File: config.mk
export PLATFORM = sky130hd
export DESIGN_NAME = vtlb_inval_top
export DESIGN_NICKNAME = d
export VERILOG_FILES = /design/src/rtl/vtlb_pkg.sv /design/src/rtl/vtlb_inv_match.sv /design/src/rtl/vtlb_victim.sv /design/src/rtl/vtlb_sweep.sv /design/src/rtl/vtlb_inval_top.sv
export SDC_FILE = /design/constraint.sdc
export NUM_CORES = 1
export LEC_CHECK = 0
export BUFFER_PORTS_ARGS = -buffer_cell sky130_fd_sc_hd__buf_2
export CAP_MARGIN = 20
export CORE_MARGIN = 2
export CORE_UTILIZATION = 60
export DETAILED_ROUTE_END_ITERATION = 8
export PLACE_DENSITY = 0.9
export SETUP_SLACK_MARGIN = 0.02
export SLEW_MARGIN = 20
export SYNTH_ARGS = -nofsm -noshare
export SYNTH_HDL_FRONTEND = slang
export SYNTH_SLANG_ARGS = --single-unit
File: constraint.sdc
create_clock -name clk -period 9.2 [get_ports clk]
set_input_delay 0 -clock clk [delete_from_list [all_inputs] [get_ports clk]]
set_output_delay 0 -clock clk [all_outputs]
set_load 0.005 [all_outputs]
File: src/rtl/vtlb_pkg.sv
`timescale 1ns/1ps
package vtlb_pkg;
  typedef enum logic [1:0] {
    INV_ADDR      = 2'd0,
    INV_CTX       = 2'd1,
    INV_ALL_NZ    = 2'd2,
    INV_CTX_LOCAL = 2'd3
  } inv_kind_e;
endpackage

File: src/rtl/vtlb_inv_match.sv
`timescale 1ns/1ps
module vtlb_inv_match
  import vtlb_pkg::*;
#(
  parameter int VPID_W = 16,
  parameter int LPN_W  = 36
) (
  input  inv_kind_e           kind,
  input  logic [VPID_W-1:0]   cmd_vpid,
  input  logic [LPN_W-1:0]    cmd_lpn,
  input  logic                ent_vld,
  input  logic [VPID_W-1:0]   ent_vpid,
  input  logic [LPN_W-1:0]    ent_lpn,
  input  logic                ent_glb,
  output logic                clr
);
  logic tag_eq;
  logic page_eq;
  logic tag_nz;

  assign tag_eq  = (ent_vpid == cmd_vpid);
  assign page_eq = (ent_lpn == cmd_lpn);
  assign tag_nz  = |ent_vpid;

  always_comb begin
    clr = 1'b0;
    if (ent_vld) begin
      unique case (kind)
        INV_ADDR:      clr = tag_eq && page_eq;
        INV_CTX:       clr = tag_eq;
        INV_ALL_NZ:    clr = tag_nz;
        INV_CTX_LOCAL: clr = tag_eq && !ent_glb;
        default:       clr = 1'b0;
      endcase
    end
  end
endmodule

File: src/rtl/vtlb_victim.sv
`timescale 1ns/1ps
module vtlb_victim #(
  parameter int N_ENT = 8,
  localparam int IDX_W = (N_ENT > 1) ? $clog2(N_ENT) : 1
) (
  input  logic             clk,
  input  logic             rst_n,
  input  logic [N_ENT-1:0] vld_vec,
  input  logic             take,
  output logic [IDX_W-1:0] victim
);
  logic [IDX_W-1:0] rr_q;
  logic [IDX_W-1:0] rr_nxt;
  logic [IDX_W-1:0] free_idx;
  logic             free_found;

  always_comb begin
    free_found = 1'b0;
    free_idx   = '0;
    for (int i = N_ENT - 1; i >= 0; i--) begin
      if (!vld_vec[i]) begin
        free_found = 1'b1;
        free_idx   = IDX_W'(i);
      end
    end
  end

  assign rr_nxt = (rr_q == IDX_W'(N_ENT - 1)) ? '0 : rr_q + 1'b1;
  assign victim = free_found ? free_idx : rr_q;

  always_ff @(posedge clk) begin
    if (!rst_n) begin
      rr_q <= '0;
    end else if (take && !free_found) begin
      rr_q <= rr_nxt;
    end
  end

  // Pointer only moves on an eviction
  assert_rr_hold_R3: assert property (@(posedge clk) disable iff (!rst_n)
    (take && !(&vld_vec)) |=> $stable(rr_q));
  assert_rr_move_R3: assert property (@(posedge clk) disable iff (!rst_n)
    (take && (&vld_vec)) |=> (rr_q != $past(rr_q)));
endmodule

File: src/rtl/vtlb_sweep.sv
`timescale 1ns/1ps
module vtlb_sweep #(
  parameter int N_ENT = 8,
  localparam int IDX_W = (N_ENT > 1) ? $clog2(N_ENT) : 1
) (
  input  logic             clk,
  input  logic             rst_n,
  input  logic             start,
  output logic             busy,
  output logic             done,
  output logic [IDX_W-1:0] idx
);
  localparam logic [IDX_W-1:0] LAST = IDX_W'(N_ENT - 1);

  logic             busy_q;
  logic [IDX_W-1:0] idx_q;

  always_ff @(posedge clk) begin
    if (!rst_n) begin
      busy_q <= 1'b0;
      idx_q  <= '0;
    end else if (!busy_q) begin
      if (start) begin
        busy_q <= 1'b1;
        idx_q  <= '0;
      end
    end else if (idx_q == LAST) begin
      busy_q <= 1'b0;
      idx_q  <= '0;
    end else begin
      idx_q <= idx_q + 1'b1;
    end
  end

  assign busy = busy_q;
  assign idx  = idx_q;
  assign done = busy_q && (idx_q == LAST);

  assert_done_single_R8: assert property (@(posedge clk) disable iff (!rst_n)
    done |=> !done);
  assert_done_ends_R8: assert property (@(posedge clk) disable iff (!rst_n)
    done |=> !busy);
  assert_sweep_first_R8: assert property (@(posedge clk) disable iff (!rst_n)
    $rose(busy) |-> (idx == '0));
  assert_sweep_step_R8: assert property (@(posedge clk) disable iff (!rst_n)
    (busy && !done) |=> (busy && (idx == $past(idx) + 1'b1)));
endmodule

File: src/rtl/vtlb_inval_top.sv
`timescale 1ns/1ps
module vtlb_inval_top
  import vtlb_pkg::*;
#(
  parameter int N_ENT    = 8,
  parameter int VPID_W   = 16,
  parameter int LA_W     = 48,
  parameter int PA_W     = 40,
  parameter int PG_SHIFT = 12
) (
  input  logic                     clk,
  input  logic                     rst_n,
  input  logic [VPID_W-1:0]        cur_vpid,
  input  logic                     lk_valid,
  output logic                     lk_ready,
  input  logic [LA_W-1:0]          lk_laddr,
  output logic                     lk_hit,
  output logic [PA_W-PG_SHIFT-1:0] lk_ppn,
  input  logic                     fl_valid,
  output logic                     fl_ready,
  input  logic [VPID_W-1:0]        fl_vpid,
  input  logic [LA_W-1:0]          fl_laddr,
  input  logic [PA_W-PG_SHIFT-1:0] fl_ppn,
  input  logic                     fl_global,
  input  logic                     inv_valid,
  output logic                     inv_ready,
  input  logic [1:0]               inv_kind,
  input  logic [VPID_W-1:0]        inv_vpid,
  input  logic [LA_W-1:0]          inv_laddr,
  output logic                     busy,
  output logic                     done
);
  localparam int LPN_W = LA_W - PG_SHIFT;
  localparam int PPN_W = PA_W - PG_SHIFT;
  localparam int IDX_W = (N_ENT > 1) ? $clog2(N_ENT) : 1;

  // Entry storage
  logic [N_ENT-1:0]  vld_q;
  logic [VPID_W-1:0] vpid_q [N_ENT];
  logic [LPN_W-1:0]  lpn_q  [N_ENT];
  logic [PPN_W-1:0]  ppn_q  [N_ENT];
  logic              glb_q  [N_ENT];

  // Latched command
  inv_kind_e         k_q;
  logic [VPID_W-1:0] cv_q;
  logic [LPN_W-1:0]  cl_q;

  logic             inv_fire;
  logic             fl_fire;
  logic [IDX_W-1:0] sw_idx;
  logic [IDX_W-1:0] fl_idx;
  logic             sw_clr;

  logic [LPN_W-1:0] lk_lpn;
  logic [LPN_W-1:0] fl_lpn;
  logic [N_ENT-1:0] lk_match;
  logic             lk_any;
  logic [PPN_W-1:0] lk_sel;

  logic unused_offsets;
  assign unused_offsets = ^{lk_laddr[PG_SHIFT-1:0], fl_laddr[PG_SHIFT-1:0],
                            inv_laddr[PG_SHIFT-1:0]};

  // Stream handshakes
  assign lk_ready  = !busy;
  assign fl_ready  = !busy;
  assign inv_ready = !busy;
  assign inv_fire  = inv_valid && inv_ready;
  assign fl_fire   = fl_valid && fl_ready;

  assign lk_lpn = lk_laddr[LA_W-1:PG_SHIFT];
  assign fl_lpn = fl_laddr[LA_W-1:PG_SHIFT];

  // Sweep sequencer
  vtlb_sweep #(.N_ENT(N_ENT)) sweep_u (
    .clk   (clk),
    .rst_n (rst_n),
    .start (inv_fire),
    .busy  (busy),
    .done  (done),
    .idx   (sw_idx)
  );

  // Replacement choice
  vtlb_victim #(.N_ENT(N_ENT)) victim_u (
    .clk     (clk),
    .rst_n   (rst_n),
    .vld_vec (vld_q),
    .take    (fl_fire),
    .victim  (fl_idx)
  );

  // One shared match unit, fed with the entry under the sweep pointer
  vtlb_inv_match #(.VPID_W(VPID_W), .LPN_W(LPN_W)) match_u (
    .kind     (k_q),
    .cmd_vpid (cv_q),
    .cmd_lpn  (cl_q),
    .ent_vld  (busy && vld_q[sw_idx]),
    .ent_vpid (vpid_q[sw_idx]),
    .ent_lpn  (lpn_q[sw_idx]),
    .ent_glb  (glb_q[sw_idx]),
    .clr      (sw_clr)
  );

  // Command latch
  always_ff @(posedge clk) begin
    if (!rst_n) begin
      k_q  <= INV_ADDR;
      cv_q <= '0;
      cl_q <= '0;
    end else if (inv_fire) begin
      k_q  <= inv_kind_e'(inv_kind);
      cv_q <= inv_vpid;
      cl_q <= inv_laddr[LA_W-1:PG_SHIFT];
    end
  end

  // Entry update: fill when idle, clear during the sweep
  always_ff @(posedge clk) begin
    if (!rst_n) begin
      vld_q <= '0;
      for (int i = 0; i < N_ENT; i++) begin
        vpid_q[i] <= '0;
        lpn_q[i]  <= '0;
        ppn_q[i]  <= '0;
        glb_q[i]  <= 1'b0;
      end
    end else begin
      if (sw_clr) begin
        vld_q[sw_idx] <= 1'b0;
      end
      if (fl_fire) begin
        vld_q[fl_idx]  <= 1'b1;
        vpid_q[fl_idx] <= fl_vpid;
        lpn_q[fl_idx]  <= fl_lpn;
        ppn_q[fl_idx]  <= fl_ppn;
        glb_q[fl_idx]  <= fl_global;
      end
    end
  end

  // Lookup compare, one per entry
  for (genvar g = 0; g < N_ENT; g++) begin : g_lk
    assign lk_match[g] = vld_q[g] && (vpid_q[g] == cur_vpid) && (lpn_q[g] == lk_lpn);
  end

  // Lowest index wins
  always_comb begin
    lk_any = 1'b0;
    lk_sel = '0;
    for (int i = N_ENT - 1; i >= 0; i--) begin
      if (lk_match[i]) begin
        lk_any = 1'b1;
        lk_sel = ppn_q[i];
      end
    end
  end

  assign lk_hit = lk_valid && lk_ready && lk_any;
  assign lk_ppn = lk_hit ? lk_sel : '0;

  // Assertions
  assert_stall_R9: assert property (@(posedge clk) disable iff (!rst_n)
    busy |-> (!lk_ready && !fl_ready && !inv_ready && !lk_hit));
  assert_no_cmd_in_sweep_R8: assert property (@(posedge clk) disable iff (!rst_n)
    (busy && !done) |=> busy);

  for (genvar g = 0; g < N_ENT; g++) begin : g_chk
    assert_clear_in_sweep_R9: assert property (@(posedge clk) disable iff (!rst_n)
      $fell(vld_q[g]) |-> $past(busy));
    assert_set_by_fill_R3: assert property (@(posedge clk) disable iff (!rst_n)
      $rose(vld_q[g]) |-> $past(fl_valid && !busy));
    assert_kind_addr_R4: assert property (@(posedge clk) disable iff (!rst_n)
      ($fell(vld_q[g]) && (k_q == INV_ADDR)) |-> ((vpid_q[g] == cv_q) && (lpn_q[g] == cl_q)));
    assert_kind_ctx_R5: assert property (@(posedge clk) disable iff (!rst_n)
      ($fell(vld_q[g]) && (k_q == INV_CTX)) |-> (vpid_q[g] == cv_q));
    assert_kind_all_R6: assert property (@(posedge clk) disable iff (!rst_n)
      ($fell(vld_q[g]) && (k_q == INV_ALL_NZ)) |-> (vpid_q[g] != '0));
    assert_kind_local_R7: assert property (@(posedge clk) disable iff (!rst_n)
      ($fell(vld_q[g]) && (k_q == INV_CTX_LOCAL)) |-> (!glb_q[g] && (vpid_q[g] == cv_q)));
  end
endmodule

* Word level (Yosys, flattened, before mapping)
Memories as Yosys holds them, arrays and structs flattened. A register that Yosys moved wholly into a read port is not among the register bits.
Index checks and enable logic that the tools add are counted.
** Word-level totals
- Flip-flop bits (word level) :: 69
- Memory bits (writable) :: 648
- Output and inout port bits :: 34
- Memories :: 4
** Cells by class
- Add/subtract/negate cells :: 2
- Order comparisons :: 4
- Equal/unequal tests :: 23
- Mux-type cells :: 74
- Bitwise gates (word level) :: 3
- Reductions and logical operators :: 37
** Memory list
- lpn_q :: words 8, bits a word 36, read ports 9, clocked after Yosys merged registers in 1, wr ports 8, line vtlb_inval_top.sv:40 : logic [LPN_W-1:0] lpn_q [N_ENT];
- ppn_q :: words 8, bits a word 28, read ports 8, clocked after Yosys merged registers in 0, wr ports 8, line vtlb_inval_top.sv:41 : logic [PPN_W-1:0] ppn_q [N_ENT];
- vpid_q :: words 8, bits a word 16, read ports 9, clocked after Yosys merged registers in 1, wr ports 8, line vtlb_inval_top.sv:39 : logic [VPID_W-1:0] vpid_q [N_ENT];
- glb_q :: words 8, bits a word 1, read ports 1, clocked after Yosys merged registers in 1, wr ports 8, line vtlb_inval_top.sv:42 : logic glb_q [N_ENT];
** Operators by type and width (count)
- 36-bit == test :: 9
- 28-bit two-way mux :: 10
- 16-bit == test :: 9
- 3-bit two-way mux :: 23
- 36-bit two-way mux :: 1
- 36-bit OR reduction :: 1
- 1-bit two-way mux :: 32
- 16-bit OR reduction :: 2
- 28-bit OR reduction :: 1
- 1-bit logical AND :: 27
- 8-bit two-way mux :: 3
- 16-bit two-way mux :: 1
- 8-bit bitwise AND :: 1
- 3-bit by 4-bit < comparator with 1-bit output, second input constant :: 2
- 8-bit NOT :: 1
- 8-bit bitwise OR :: 1
- 3-bit by 1-bit adder with 3-bit output, second input constant :: 2
- 1-bit demux with 3-bit select :: 2
- 3-bit == test, second input constant :: 2
- 3-bit by 1-bit greater-or-equal comparator with 1-bit output, second input constant :: 2
- 2-bit == test, second input constant :: 2
- 1-bit one-hot mux with 4 select lines :: 1
- 1-bit binary-select mux with 3-bit select :: 1
- 1-bit logical NOT :: 3
- other kinds (4) :: 4

* Depth between registers and ports, before layout
Gate-level depths: netlist of run 1.
- Depth in word-level cells :: 15
- Gate-level depth with buffers :: 12
- Depth with buffers taken out :: 9

* Modules after synthesis
Synthesis of run 1 repeated with hierarchy kept, for this count alone.
** Second synthesis, totals
- Cells, all modules :: 3063
- Area total of the unflattened synthesis :: 37588.6 µm²
** Modules (own cells, without submodules)
- vtlb_inval_top :: instances 1, cells each 2932, area each 36483.7 µm², sequential area each 20619.8 µm²
- vtlb_inv_match :: instances 1, cells each 85, area each 674.4 µm², sequential area each 0.0 µm²
- vtlb_victim :: instances 1, cells each 31, area each 242.7 µm², sequential area each 60.1 µm²
- vtlb_sweep :: instances 1, cells each 15, area each 187.7 µm², sequential area each 80.1 µm²

* Worst setup path after synthesis of run 1
No wires, ideal clock.
- Kind :: register to register
- From :: reg vld_q[6]
- To :: mem lpn_q[3][0], enable pin
- Arrival time :: 6.932 ns
- Path slack :: 1.639 ns
- Stages on the path, launching flop included :: 9
- Path buffers :: 2
- Clock period less this slack :: 7.561 ns
- Cells stage by stage :: dfxtp_1 -> inv_1 -> o21ai_0 -> a21boi_0 -> o21ai_0 -> a22oi_1 -> clkbuf_1 -> clkbuf_1 -> o21ai_0
** RTL lines
- start, declared :: line vtlb_inval_top.sv:38 : logic [N_ENT-1:0] vld_q;
- start signal, assigned :: line vtlb_inval_top.sv:122 : vld_q <= '0;
- start signal, assigned by index :: line vtlb_inval_top.sv:131 : vld_q[sw_idx] <= 1'b0;
- start signal, assigned by index :: line vtlb_inval_top.sv:134 : vld_q[fl_idx] <= 1'b1;
- end, declared :: line vtlb_inval_top.sv:40

==> results of run 1 <==
## power by group through the flow
stage                     clock [mW]  combinational, mW  sequential (mW)
after floorplan                    0              0.491             3.84
after global placement             0              0.861             3.86
after detailed placement           0              0.868             3.87
after CTS                       3.02              0.923             3.80
after global routing            3.14              0.996             3.82
final                           3.05              0.995             3.81
## area by class of cell
cell class | count | area (µm²)
Inverter | 79 | 296.5
Timing Repair Buffer | 404 | 2845
Clock buffer | 93 | 1974
Tap cell | 837 | 1047
Multi-Input combinational cell | 1988 | 15420
Clock inverter | 41 | 451.7
Antenna cell | 7 | 17.52
Fill cell | 3964 | 18940
Sequential cell | 720 | 20830
## flip-flops by register name, summed over array words and instances, names as in the netlist, named ones only
| name | flops |
|---|---|
| lpn_q | 288 |
| sweep_u.idx | 3 |
| vpid_q | 128 |
| cv_q | 16 |
| sweep_u.busy | 1 |
| victim_u.rr_q | 3 |
| glb_q | 8 |
| vld_q | 8 |
| k_q | 2 |
| ppn_q | 224 |
| cl_q | 36 |
## synthesized netlist by cell type (20+ instances only)
master / instances / share of area, %
edfxtp_1: 640 / 51
and3_1: 484 / 8.1
xnor2_1: 315 / 7.3
clkbuf_1: 168 / 1.7
and2_1: 161 / 2.7
nand2_1: 153 / 1.5
xor2_1: 93 / 2.2
mux4_2: 84 / 5.0
buf_2: 81 / 1.1
dfxtp_1: 80 / 4.3
nand4_1: 80 / 1.3
inv_1: 78 / 0.78
mux2i_1: 70 / 1.9
a21oi_1: 64 / 0.85
a21boi_0: 55 / 1.1
nor4_1: 50 / 0.83
a221oi_1: 45 / 1.0
o211ai_1: 35 / 0.70
o221ai_1: 33 / 0.77
a21o_1: 31 / 0.62
a221o_1: 30 / 0.80
nand2b_1: 23 / 0.38
mux2_2: 20 / 0.60
o22ai_1: 20 / 0.33
## worst register-to-register path, cell delays in order, from the launching register on
cell      delay, ns
dfxtp_4        0.63
buf_4          0.70
mux2_2         0.36
o22ai_1        0.07
a221oi_1       1.04
xor2_1         0.15
nor3_1         0.37
nand3_1        0.14
o41ai_2        0.66
nand3_1        0.30
o31a_1         0.31
## routing by layer
layer	vias up	global-route usage [%]
met4	20	22.91
li1	11841	-
met3	639	16.79
met2	3136	66.06
met5	-	0
met1	14250	56.38
## worst paths after layout
path,slack (ns),from,endpoint,cells after the start
max,3.24,vpid_q[2][15],lk_ppn[16],10
min,0.17,inv_kind[1],k_q[1],4
max reg2reg,4.36,flop,vld_q[6],10
min reg2reg,0.47,glb_q[2],glb_q[2],2
## per-stage QoR
stage / instances / hold WS (ns) / power [mW]
finish: 4169 / 0.1658 / 7.855
global route: 4166 / 0.1983 / 7.957
CTS: 4159 / 0.1443 / 7.745
detailed placement: 3885 / 0.2572 / 4.739
global placement: 3885 / 0.2569 / 4.722
floorplan: 3059 / 0.1449 / 4.332
## cells by family (layout without fill, tap and decap cells)
group | after synthesis | count (layout)
buffers and inverters | 351 | 617
and+or+nand+nor | 1023 | 1023
AOI/OAI and AO/OA | 376 | 376
adders and majority gates | 7 | 7
xor gates and xnor gates | 408 | 408
DFF | 720 | 720
muxes | 174 | 174
other | 0 | 7
## cell usage in the layout, fill, tap and decap left out, types with 13 or more instances in the layout
| master | instances |
|---|---|
| edfxtp_1 | 640 |
| and3_1 | 484 |
| xnor2_1 | 315 |
| buf_2 | 225 |
| and2_1 | 161 |
| nand2_1 | 152 |
| dlygate4sd3_1 | 140 |
| xor2_1 | 93 |
| mux4_2 | 84 |
| nand4_1 | 80 |
| inv_1 | 78 |
| dfxtp_1 | 77 |
| clkbuf_16 | 75 |
| mux2i_1 | 69 |
| a21oi_1 | 64 |
| a21boi_0 | 55 |
| nor4_1 | 49 |
| a221oi_1 | 45 |
| o211ai_1 | 35 |
| buf_4 | 35 |
| o221ai_1 | 33 |
| a21o_1 | 31 |
| a221o_1 | 30 |
| o22ai_1 | 20 |
| mux2_2 | 20 |
| nand2b_1 | 17 |
| o21ai_0 | 16 |
| nor2b_1 | 16 |
| clkinv_1 | 15 |
| clkbuf_1 | 15 |
| nor3_1 | 14 |
| nor2_1 | 13 |
## timing repair
action	in CTS	in global routing
endpoints found under the hold margin	711	0
hold buffers	140	0
gates resized for setup	0	0
setup endpoints to repair	0	0
==> results_dict.tcl, run 1 <==
set metrics [dict create \
    dieHeight_um 254.3 \
    path_class "flop to primary output" \
    slew_headroom_pct 8.539 \
    crit_chain "xnor2_1, nand4_1, nor4_1, nand4_1, or3_2, nand2_2, o221ai_1, a21o_1, a221oi_1, buf_2" \
    period_minus_slack_ns 5.957 \
    peakVddDrop_v 0.0001965 \
    grt_use_total_pct 44.22 \
    power-per-cell-area_nw_per_um2 183.2 \
    grt_pass1_vias 28261 \
    synth-compound-area-share_pct 7.495 \
    dpl_cell_area_um2 39000 \
    synth_cell_types 63 \
    p_leak_nw 16.82 \
    p_sw_mw 2.158 \
    drc 0 \
    grt_pass1_wl_mm 201.6 \
    synth_simple_gate_area_share_pct 15.87 \
    place_hpwl_mm 92.09 \
    ios 262 \
    crit_path_max_fanout 29 \
    end_kind "primary output" \
    routed_wl_mm 144.2 \
    crit_path_max_incr_delay_ns 0.84 \
    drt_first_pass_iters 9 \
    ys.flop_type "edfxtp_1" \
    vias 29886 \
    routed.top_layer "met5" \
    wl_met1_mm 47.26 \
    numCtsBuffers 75 \
    drv_cap 0 \
    min_path_type "input pin to flop" \
    dieArea_um2 64650 \
    synth_edf_count 640 \
    synth_adder_area_share_pct 0.2331 \
    area_growth_pct 14.13 \
    clock-sinks 720 \
    ys_seq_elements 720 \
    final.setup.worst_slack_ns 3.243 \
    drt_iter0_markers 6277 \
    ys_warn_count 0 \
    coreArea_um2 61830 \
    worst_ep_arrival_time_ns 5.96 \
    synth_top_family_by_area "simple AND/OR/NAND/NOR gates" \
    fin_util_pct 69.37 \
    dr_wl_met3_mm 24.14 \
    tritoncts "done" \
    cts.htree.levels 3 \
    swShare_pct 27.47 \
    rsz0062_at_grt "no" \
    portBuffers 225 \
    postRouteAntennaNets 0 \
    synth_nets 3294 \
    worstMarginPinSlew_ns 1.372 \
    path_delay_family "simple AND/OR/NAND/NOR gates" \
    async_flop_share_pct 0 \
    final_area_um2 42890 \
    clock_skew_ns 0.03680 \
    viasPerCell 7.169 \
    finalSetupViolations 0 \
    cp_common_cell "nand4_1" \
    finalHoldViolations 0 \
    clock_latency_ns 0.66 \
    num_rows 91 \
    drive_above_1_share_pct 15.22 \
    drv_slew 0 \
    cts_buffer_depth 3 \
    p_seq_share_pct 48.5 \
    synth_xor_area_share_pct 9.510 \
    syn_area_per_cell_um2 12.28 \
    synth-seq-area-share_pct 55.41 \
    post-cts-setup-buffers 0 \
    post-route-period-util_pct 64.75 \
    clkTransAtPathRegs_ns 0.06 \
    p_comb_share_pct 12.7 \
    crit_path_start_kind "flop" \
    cp_num_buf_inv 1 \
    clkPwrFrac_pct 38.8 \
    outcome "finished, final reports clean" \
    critical-path-slowest-cell "or3_2" \
    fmax_mhz 167.9 \
    p_int_mw 5.697 \
    fin_tns_setup_ns 0 \
    syn_inst 3059 \
    synth_area_um2 37580 \
    grt-ovfl-total 0 \
    pre_cts_slack_ns 4.488 \
    grt_start_max_net_pins 241 \
    die_x_um 254.3 \
    antenna_found_initial 17 \
    dr_wl_met2_mm 62.87 \
    finalNetCount 3503 \
    cts.root.buffer_cell "clkbuf_16" \
    routabilityCongestion 1.087 \
    cp_data_required_time_ns 9.20 \
    synthMuxAreaShare_pct 7.499 \
    post_drt_wl_per_cell_um 34.58 \
    start_util_pct 60.78 \
]
(Power assumes the default switching activity.)
==> inputs of run 2 (changes only) <==
--- a/config.mk
+++ b/config.mk
@@ -8,9 +8,9 @@
 export BUFFER_PORTS_ARGS = -buffer_cell sky130_fd_sc_hd__buf_2
 export CAP_MARGIN = 20
 export CORE_MARGIN = 2
-export CORE_UTILIZATION = 60
+export CORE_UTILIZATION = 55
 export DETAILED_ROUTE_END_ITERATION = 8
-export PLACE_DENSITY = 0.9
+export PLACE_DENSITY = 0.88
 export SETUP_SLACK_MARGIN = 0.02
 export SLEW_MARGIN = 20
 export SYNTH_ARGS = -nofsm -noshare
==> constraint.sdc (replaced) <==
create_clock -name clk -period 5.1 [get_ports clk]
set_input_delay 0 -clock clk [delete_from_list [all_inputs] [get_ports clk]]
set_output_delay 0 -clock clk [all_outputs]
set_load 0.005 [all_outputs]
==> results_dict.tcl, run 2 (synthesized netlist as in run 1, its figures left out) <==
set metrics [dict create \
    drv_slew 0 \
    crit_path_max_incr_delay_ns 0.91 \
    hold_ws_ns 0.1549 \
    grt_most_used_layer "met2" \
    final_cells 4235 \
    coreArea_um2 67400 \
    outcome "finished, violations left" \
    clock_skew_ns 0.03208 \
    cp_num_buf_inv 2 \
    path_class "flop to primary output" \
    regMostFlops "lpn_q" \
    antenna_found_initial 18 \
    clock-sinks 720 \
    portBuffers 225 \
    power-per-cell-area_nw_per_um2 330.1 \
    rsz0062_at_grt "no" \
    viasPerCell 7.080 \
    min_path_type "input pin to flop" \
    largestRegisters "lpn_q x288, ppn_q x224, vpid_q x128" \
    cts-resized-gates 0 \
    fillers 4759 \
    dieHeight_um 265.4 \
    globalRouteMet3Util_pct 14.18 \
    grt_pass1_vias 28291 \
    crit_path_start_kind "flop" \
    start_util_pct 55.75 \
    finalNetCount 3530 \
    worst_ep_arrival_time_ns 5.18 \
    area_growth_pct 15.46 \
    finalHoldViolations 0 \
    cp_data_required_time_ns 5.10 \
    final_common_cell "edfxtp_1" \
    drive_above_1_share_pct 15.99 \
    timing.rr.end "vld_q[6]" \
    ios 262 \
    die_x_um 265.4 \
    worstMarginPinSlew_ns 1.167 \
    numCtsBuffers 75 \
    min_from "inv_laddr[35]" \
    p_leak_nw 17.04 \
    post_drt_wl_per_cell_um 34.07 \
    grt_use_met2_pct 59.78 \
    finalSetupViolations 2 \
    grt_start_max_net_pins 241 \
    postRouteAntennaNets 0 \
    hold-path-cell-count 4 \
    cp.depth 11 \
    drt_iter0_markers 5464 \
    grt_pass1_wl_mm 203.5 \
    path_delay_family "simple AND/OR/NAND/NOR gates" \
    routabilityCongestion 1.120 \
    post-cts-setup-buffers 0 \
    peakVddDrop_v 0.0002167 \
    cts_buffer_depth 3 \
    grt_util_met1_pct 52.59 \
    fmax_mhz 193.1 \
    placed_cells 3951 \
    final_cell_mix "edfxtp_1, and3_1, xnor2_1" \
    holdPathEnd "cl_q[23]" \
    tritoncts "done" \
    crit_chain "xnor2_1, nand4_1, nor4_1, and4_1, o211a_1, buf_4, a221o_1, o211ai_1, a21o_1, a221oi_1, buf_2" \
    vias 29984 \
    cts.root.buffer_cell "clkbuf_16" \
    grt-ovfl-total 0 \
    critical-path-slowest-cell "nor4_1" \
    reg2reg_setup_slack_ns 0.80 \
    holdBufCountCts 139 \
    final.setup.worst_slack_ns -0.07787 \
    clkTransAtPathRegs_ns 0.06 \
    clock_latency_ns 0.65 \
    post-route-period-util_pct 101.5 \
    period_minus_slack_ns 5.178 \
    drc 0 \
    fin_tns_setup_ns -0.1135 \
    drv_cap 0 \
    slew_headroom_pct 21.63 \
    drt_first_pass_iters 6 \
    cts.htree.levels 3 \
    num_rows 95 \
    end_kind "primary output" \
    crit_path_max_fanout 28 \
    largest_reg_flops 288 \
    routed_wl_mm 144.3 \
    place_hpwl_mm 95.20 \
    violations "setup timing" \
    r2r_cells 9 \
    grt_use_total_pct 40.52 \
    dieArea_um2 70430 \
]
==> run 2: changes by cell type in the layout (fill, tap and decap cells not counted), moves of 2 or more <==
cell	previous run	this run
clkinv_16	4	1
clkbuf_4	2	0
diode_2	7	9
buf_12	2	20
clkinvlp_4	1	4
inv_6	0	3
clkinv_1	15	10
buf_4	35	47
bufinv_16	5	8
==> run 2: worst max-delay path by stage <==
stage | from | endpoint
6_report | lpn_q[7][24] | lk_ppn[4]
5_1_grt | lpn_q[3][34] | lk_ppn[11]
4_1_cts | lpn_q[3][34] | lk_ppn[9]
3_5_place_dp | flop | vld_q[7]
3_3_place_gp | flop | vld_q[7]
2_1_floorplan | vld_q[6] | lpn_q[5][0]
==> run 2: through the flow <==
step	utilization (%)	worst slack [ns]	instance area, µm²	power (mW)
3_3_place_gp	58.57	1.066	39480	8.555
6_report	64.37	-0.07787	43390	14.32
4_1_cts	64.31	0.5056	43340	14.13
5_1_grt	64.36	0.1209	43380	14.52
3_5_place_dp	58.60	0.9971	39500	8.590
2_1_floorplan	-	1.226	37580	7.805
==> run 2: layout make-up <==
cell class | instances | area (µm²) | share of cell area (%)
Antenna cell | 9 | 22.52 | 0.05191
Clock buffer | 95 | 1983 | 4.571
Clock inverter | 40 | 471.7 | 1.087
Inverter | 79 | 296.5 | 0.6835
Multi-Input combinational cell | 1988 | 15420 | 35.54
Sequential cell | 720 | 20830 | 48.01
Tap cell | 873 | 1092 | 2.518
Timing Repair Buffer | 431 | 3271 | 7.539
==> run 2: worst reg2reg max path, delay by kind of cell (launching register included) <==
family | cells | cell delay, ns
AOI/OAI and AO/OA | 2 | 0.90
and+or+nand+nor | 3 | 0.75
buffers and inverters | 1 | 0.35
DFF | 1 | 0.71
muxes | 2 | 1.26
xor gates and xnor gates | 1 | 0.20
==> run 2: where the power goes <==
group	internal [mW]	switching (mW)
clock	3.19	2.44
combinational	0.583	1.24
sequential	6.68	0.199
==> run 2: metal layers <==
metal | wire length (µm) | vias up
li1 | - | 11921
met1 | 49040 | 14586
met2 | 62230 | 2923
met3 | 23170 | 542
met4 | 9787 | 12
met5 | 69 | -
